**config.mk**
```make
export PLATFORM = sky130hd
export DESIGN_NAME = bcd_rtc_counter
export DESIGN_NICKNAME = d
export VERILOG_FILES = /design/src/rtl/rtc_pkg.sv /design/src/rtl/rtc_prescaler.sv /design/src/rtl/rtc_time_of_day.sv /design/src/rtl/rtc_calendar.sv /design/src/rtl/bcd_rtc_counter.sv
export SDC_FILE = /design/constraint.sdc
export NUM_CORES = 1
export LEC_CHECK = 0
export CAP_MARGIN = 15
export CORE_MARGIN = 5
export CORE_UTILIZATION = 40
export CTS_CLUSTER_SIZE = 16
export DETAILED_ROUTE_END_ITERATION = 7
export DONT_BUFFER_PORTS = 1
export SLEW_MARGIN = 5
export SYNTH_ARGS = -nofsm -noshare
export SYNTH_HDL_FRONTEND = slang
export SYNTH_HIERARCHICAL = 1
export SYNTH_SLANG_ARGS = --single-unit
```
**constraint.sdc**
```tcl
create_clock -name clk -period 3 [get_ports clk]
set_input_delay 0.6 -clock clk [delete_from_list [all_inputs] [get_ports clk]]
set_output_delay 0.6 -clock clk [all_outputs]
set_load 0.1 [all_outputs]
```
**src/rtl/rtc_pkg.sv**
```systemverilog
package rtc_pkg;

  typedef enum logic [2:0] {
    FLD_SEC   = 3'd0,
    FLD_MIN   = 3'd1,
    FLD_HOUR  = 3'd2,
    FLD_DOW   = 3'd3,
    FLD_DATE  = 3'd4,
    FLD_MONTH = 3'd5,
    FLD_YEAR  = 3'd6
  } rtc_field_e;

  // increment of a two-digit packed BCD value (no upper-digit wrap)
  function automatic logic [7:0] bcd_inc8(input logic [7:0] v);
    if (v[3:0] == 4'd9) return {v[7:4] + 4'd1, 4'd0};
    return v + 8'd1;
  endfunction

  // a BCD year is divisible by 4 when an even tens digit meets units 0/4/8
  // or an odd tens digit meets units 2/6
  function automatic logic bcd_leap(input logic tens_odd, input logic [3:0] units);
    if (tens_odd) return (units == 4'd2) || (units == 4'd6);
    return (units == 4'd0) || (units == 4'd4) || (units == 4'd8);
  endfunction

  function automatic logic [5:0] bcd_month_end(input logic [4:0] mon, input logic leap);
    case (mon)
      5'h02:                      return leap ? 6'h29 : 6'h28;
      5'h04, 5'h06, 5'h09, 5'h11: return 6'h30;
      default:                    return 6'h31;
    endcase
  endfunction

endpackage

```
**src/rtl/rtc_prescaler.sv**
```systemverilog
module rtc_prescaler #(
  parameter int PRESCALE = 32768
) (
  input  logic clk,
  input  logic rst_n,
  input  logic tick_en,
  input  logic restart,
  output logic sec_tick,
  output logic half_phase
);
  localparam int CW = (PRESCALE > 1) ? $clog2(PRESCALE) : 1;
  localparam logic [CW-1:0] LAST = CW'(PRESCALE - 1);
  localparam logic [CW-1:0] HALF = CW'(PRESCALE / 2);

  logic [CW-1:0] cnt;

  assign sec_tick   = tick_en && (cnt == LAST) && !restart;
  assign half_phase = (cnt >= HALF);

  always_ff @(posedge clk) begin
    if (!rst_n)            cnt <= '0;
    else if (restart)      cnt <= '0;
    else if (tick_en)      cnt <= (cnt == LAST) ? '0 : cnt + CW'(1);
  end
endmodule

```
**src/rtl/rtc_time_of_day.sv**
```systemverilog
module rtc_time_of_day
  import rtc_pkg::*;
(
  input  logic       clk,
  input  logic       rst_n,
  input  logic       adv,
  input  logic       wr_en,
  input  logic [2:0] wr_field,
  input  logic [7:0] wr_data,
  output logic [7:0] sec,
  output logic [7:0] min,
  output logic [7:0] hour,
  output logic       day_adv
);
  logic       sec_wrap, min_wrap, hour_wrap;
  logic [7:0] hour_next;

  assign sec_wrap = (sec == 8'h59);
  assign min_wrap = (min == 8'h59);

  // hour successor and end-of-day detection for both modes
  always_comb begin
    if (hour[6]) begin
      hour_wrap = (hour[4:0] == 5'h11) && hour[5];
      if (hour[4:0] == 5'h11)      hour_next = {2'b01, ~hour[5], 5'h12};
      else if (hour[4:0] == 5'h12) hour_next = {2'b01, hour[5], 5'h01};
      else                         hour_next = {2'b01, hour[5], 5'h00} | bcd_inc8({3'b000, hour[4:0]});
    end else begin
      hour_wrap = (hour[5:0] == 6'h23);
      hour_next = hour_wrap ? 8'h00 : bcd_inc8({2'b00, hour[5:0]});
    end
  end

  assign day_adv = adv && sec_wrap && min_wrap && hour_wrap;

  always_ff @(posedge clk) begin
    if (!rst_n) begin
      sec  <= 8'h00;
      min  <= 8'h00;
      hour <= 8'h00;
    end else if (wr_en) begin
      if (wr_field == FLD_SEC)  sec  <= wr_data;
      if (wr_field == FLD_MIN)  min  <= wr_data;
      if (wr_field == FLD_HOUR) hour <= wr_data;
    end else if (adv) begin
      sec <= sec_wrap ? 8'h00 : bcd_inc8(sec);
      if (sec_wrap) begin
        min <= min_wrap ? 8'h00 : bcd_inc8(min);
        if (min_wrap) hour <= hour_next;
      end
    end
  end
endmodule

```
**src/rtl/rtc_calendar.sv**
```systemverilog
module rtc_calendar
  import rtc_pkg::*;
(
  input  logic       clk,
  input  logic       rst_n,
  input  logic       day_adv,
  input  logic       wr_en,
  input  logic [2:0] wr_field,
  input  logic [7:0] wr_data,
  output logic [7:0] dow,
  output logic [7:0] date,
  output logic [7:0] month,
  output logic [7:0] year
);
  logic       leap;
  logic [5:0] month_end;
  logic       date_wrap, month_wrap, year_wrap;

  assign leap       = bcd_leap(year[4], year[3:0]);
  assign month_end  = bcd_month_end(month[4:0], leap);
  assign date_wrap  = (date[5:0] == month_end);
  assign month_wrap = (month[4:0] == 5'h12);
  assign year_wrap  = (year == 8'h99);

  always_ff @(posedge clk) begin
    if (!rst_n) begin
      dow   <= 8'h01;
      date  <= 8'h01;
      month <= 8'h01;
      year  <= 8'h00;
    end else if (wr_en) begin
      if (wr_field == FLD_DOW)   dow   <= wr_data;
      if (wr_field == FLD_DATE)  date  <= wr_data;
      if (wr_field == FLD_MONTH) month <= wr_data;
      if (wr_field == FLD_YEAR)  year  <= wr_data;
    end else if (day_adv) begin
      dow  <= (dow == 8'h07) ? 8'h01 : bcd_inc8(dow);
      date <= date_wrap ? 8'h01 : bcd_inc8(date);
      if (date_wrap) begin
        month[4:0] <= month_wrap ? 5'h01 : month[4:0] + 5'h01 + ((month[3:0] == 4'h9) ? 5'h06 : 5'h00);
        if (month_wrap) begin
          year <= year_wrap ? 8'h00 : bcd_inc8(year);
          if (year_wrap) month[7] <= ~month[7];
        end
      end
    end
  end
endmodule

```
**src/rtl/bcd_rtc_counter.sv**
```systemverilog
module bcd_rtc_counter
  import rtc_pkg::*;
#(
  parameter int PRESCALE = 32768
) (
  input  logic       clk,
  input  logic       rst_n,
  input  logic       osc_tick,
  input  logic       wr_en,
  input  logic [2:0] wr_field,
  input  logic [7:0] wr_data,
  output logic [7:0] sec_bcd,
  output logic [7:0] min_bcd,
  output logic [7:0] hour_bcd,
  output logic [7:0] dow_bcd,
  output logic [7:0] date_bcd,
  output logic [7:0] month_bcd,
  output logic [7:0] year_bcd,
  output logic       sq_1hz,
  output logic       sec_strobe
);
  logic sec_write, sec_tick, adv, day_adv;

  assign sec_write = wr_en && (wr_field == FLD_SEC);
  assign adv       = sec_tick && !wr_en;

  rtc_prescaler #(.PRESCALE(PRESCALE)) u_presc (
    .clk        (clk),
    .rst_n      (rst_n),
    .tick_en    (osc_tick),
    .restart    (sec_write),
    .sec_tick   (sec_tick),
    .half_phase (sq_1hz)
  );

  rtc_time_of_day u_tod (
    .clk      (clk),
    .rst_n    (rst_n),
    .adv      (adv),
    .wr_en    (wr_en),
    .wr_field (wr_field),
    .wr_data  (wr_data),
    .sec      (sec_bcd),
    .min      (min_bcd),
    .hour     (hour_bcd),
    .day_adv  (day_adv)
  );

  rtc_calendar u_cal (
    .clk      (clk),
    .rst_n    (rst_n),
    .day_adv  (day_adv),
    .wr_en    (wr_en),
    .wr_field (wr_field),
    .wr_data  (wr_data),
    .dow      (dow_bcd),
    .date     (date_bcd),
    .month    (month_bcd),
    .year     (year_bcd)
  );

  always_ff @(posedge clk) begin
    if (!rst_n) sec_strobe <= 1'b0;
    else        sec_strobe <= adv;
  end
endmodule

```
==> impl_metrics.tcl <==
set metrics [dict create \
    status "finished, final reports clean" \
    hold_viol 0 \
    ys_ff_latch 72 \
    placeableCoreArea_um2 12600 \
    cts_sinks 72 \
    cts_tree "done" \
    clkTransAtPathRegs_ns 0.06 \
    grt_usage 0.205 \
    setup_viol 0 \
    pin_count 73 \
    endpoint_kind "register" \
    criticalPathCategory "register to register" \
    worstMarginPinSlew_ns 1.06 \
    min_from "rst_n" \
    synth_area_um2 5090 \
    drtIter0Drc 439 \
    timing.critical_path.from "u_presc/cnt[1]$_SDFFE_PP0P_" \
    numCtsBuffers 9 \
    multiInputGateArea_um2 3340 \
    synth-async-reset-ratio 0 \
    r2r-start "u_presc/cnt[1]$_SDFFE_PP0P_" \
    instances_no_fill 867 \
    regArea_um2 1460 \
    grt_max_degree 83 \
    finalMaxSlewViolations 0 \
    synth_top_area_frac 0.283 \
    placed_cells 851 \
    synth_top_cell_by_area "dfxtp_1" \
    finalCritPeriodShare 0.936 \
    routed_via_density 5.85 \
    grt_pass1_wl_um 24400 \
    skew_ns 0.00838 \
    postSynthCellCount 654 \
    drive_above_1_share 0.199 \
    cts_max_level 3 \
    grt-ovfl-total 0 \
    antenna_left 0 \
    cts_root_buf "clkbuf_16" \
    grt_pass1_vias 4690 \
    setup-tns-final_ns 0 \
    ys.flop_type "dfxtp_1" \
    synth_area_leaders "dfxtp_1, ha_1, o21ai_0, nand2_1, nor2_1" \
    post_cts_buffers 0 \
    globalplace.congestion 0.863 \
    avgSynthCellArea_um2 7.79 \
    drcViolationCount 0 \
    first_pass_iters 5 \
    min_path_type "input pin to register" \
    period_needed_ns 2.81 \
    cts_resized 0 \
    cts_hold_buf 0 \
    cts_max_path_buffers 2 \
    yosysWarnings 6 \
    dieArea_um2 15100 \
    post-place-ws_ns 0.0552 \
    slew_headroom 0.290 \
    dp_hpwl_um 11000 \
    syn_nets 693 \
    die_y_um 123 \
    max_cap_violations 0 \
    num_rows 41 \
    n_antenna_cell 0 \
    wirelength_um 15300 \
    fin_ws_ns 0.192 \
    start_kind "register" \
    yosysUniqueCellTypes 85 \
    crit_arrival_ns 3.04 \
    rsz0062_at_grt "false" \
    antenna_found_initial 0 \
    p_leak_nw 2.35 \
    p_per_area_nw_per_um2 415 \
    numPortBuffers 0 \
    synth_most_common_cell "dfxtp_1" \
    insertion_delay_ns 0.35 \
    wl_per_cell_um 17.7 \
    vias 5075 \
    yosysSeqAreaShare 0.283 \
    nets 729 \
    worstPathMaxFanout 9 \
    synth_common_cells "dfxtp_1, nand2_1, nor2_1" \
    dieWidth_um 123 \
    areaGrowthSynthToFinish_pct 16.7 \
    fillers 1234 \
    vdd_drop_max_mv 0.286 \
    max_freq_ghz 0.356 \
    initial_core_util 0.405 \
    post-route-util 0.473 \
    synth-edff-count 0 \
    required_ns 3.23 \
]
-- report_power, final --
part / leakage [nW] / switching [W] / total [W] / internal, W
registers: 0.588 / 0.0000249 / 0.00100 / 0.000977
clock network: 0.149 / 0.000449 / 0.00112 / 0.000669
logic: 1.61 / 0.000252 / 0.000347 / 0.0000955
total: 2.35 / 0.000726 / 0.00247 / 0.00174
-- per-layer routing --
layer / part of all wire / vias up / GRT usage
met4: 0.023 / 0 / 0.0819
li1: - / 2465 / -
met2: 0.45 / 158 / 0.314
met1: 0.46 / 2422 / 0.271
met5: 0 / - / 0
met3: 0.071 / 30 / 0.0585
-- critical path, stage by stage, from the launching register on --
cell     delay, ns
dfxtp_2       0.34
ha_2          0.19
nand4_1       0.15
or4_4         0.46
nor3b_2       0.18
nor2b_1       0.17
nand4_1       0.09
nor2_1        0.10
nor2b_2       0.17
a21o_1        0.15
and4_1        0.22
buf_4         0.17
nor4_1        0.06
a211o_1       0.24
-- path summary, 6_finish.rpt --
path | end | slack [ns] | cells past startpoint
min | u_cal/dow[0]$_SDFFE_PN1P_ | 0.36 | 1
max reg2reg | u_cal/year[0]$_SDFFE_PN0P_ | 0.19 | 13
max | u_cal/year[0]$_SDFFE_PN0P_ | 0.19 | 13
min reg2reg | u_tod/min[1]$_SDFFE_PN0P_ | 0.50 | 2
-- placed cells by master (no fill, tap or decap), types with 5 or more instances in the layout --
master | Yosys | layout
nand4_1 | 11 | 11
nand3_1 | 32 | 32
o41ai_1 | 5 | 5
clkbuf_16 | 0 | 9
o211ai_1 | 12 | 12
nor3_1 | 6 | 6
inv_1 | 28 | 28
and2_1 | 5 | 5
and4_1 | 5 | 5
o31ai_1 | 6 | 6
dfxtp_1 | 72 | 60
xnor2_1 | 12 | 12
ha_1 | 23 | 22
a21o_1 | 6 | 6
o21ai_0 | 52 | 52
a31oi_1 | 19 | 19
a21oi_1 | 32 | 32
buf_4 | 0 | 66
dfxtp_2 | 0 | 12
xor2_1 | 8 | 8
a22o_1 | 5 | 5
a31o_2 | 6 | 6
nand2b_1 | 6 | 6
and3_1 | 9 | 9
nand2_1 | 65 | 65
a22oi_1 | 9 | 9
nor2b_1 | 16 | 15
nor2_1 | 59 | 59
-- layout make-up --
cell class / count / share of cell area
repair buffers: 67 / 0.0867
clock buffers: 10 / 0.0402
multi-input cells: 512 / 0.563
well taps: 172 / 0.0362
clock inverters: 6 / 0.0116
inverters: 28 / 0.0177
flip-flops and latches: 72 / 0.245
-- state kept, by name, summed over array words and instances, names as in the netlist --
| signal | count |
|---|---|
| u_tod/hour | 8 |
| u_cal/year | 8 |
| sec_strobe | 1 |
| u_cal/month | 8 |
| u_presc/cnt | 15 |
| u_cal/dow | 8 |
| u_tod/sec | 8 |
| u_tod/min | 8 |
| u_cal/date | 8 |
-- logic make-up (layout without fill, tap and decap cells) --
group	after synthesis	count (layout)	synth area share
fa+ha+maj	24	24	0.0604
flops	72	72	0.283
compound gates	200	200	0.268
buf+inv	70	111	0.0639
mux	7	7	0.0145
xor+xnor	20	20	0.0344
simple gates	261	261	0.276
-- through the flow --
step	area, µm²	hold slack [ns]	total power [W]
after global routing	5940	0.323	0.00256
after CTS	5920	0.327	0.00249
final	5940	0.358	0.00247
after global placement	5620	0.487	0.00136
after detailed placement	5620	0.494	0.00137
after floorplan	5110	0.476	0.00131
Power figures use the tool's default switching activity.
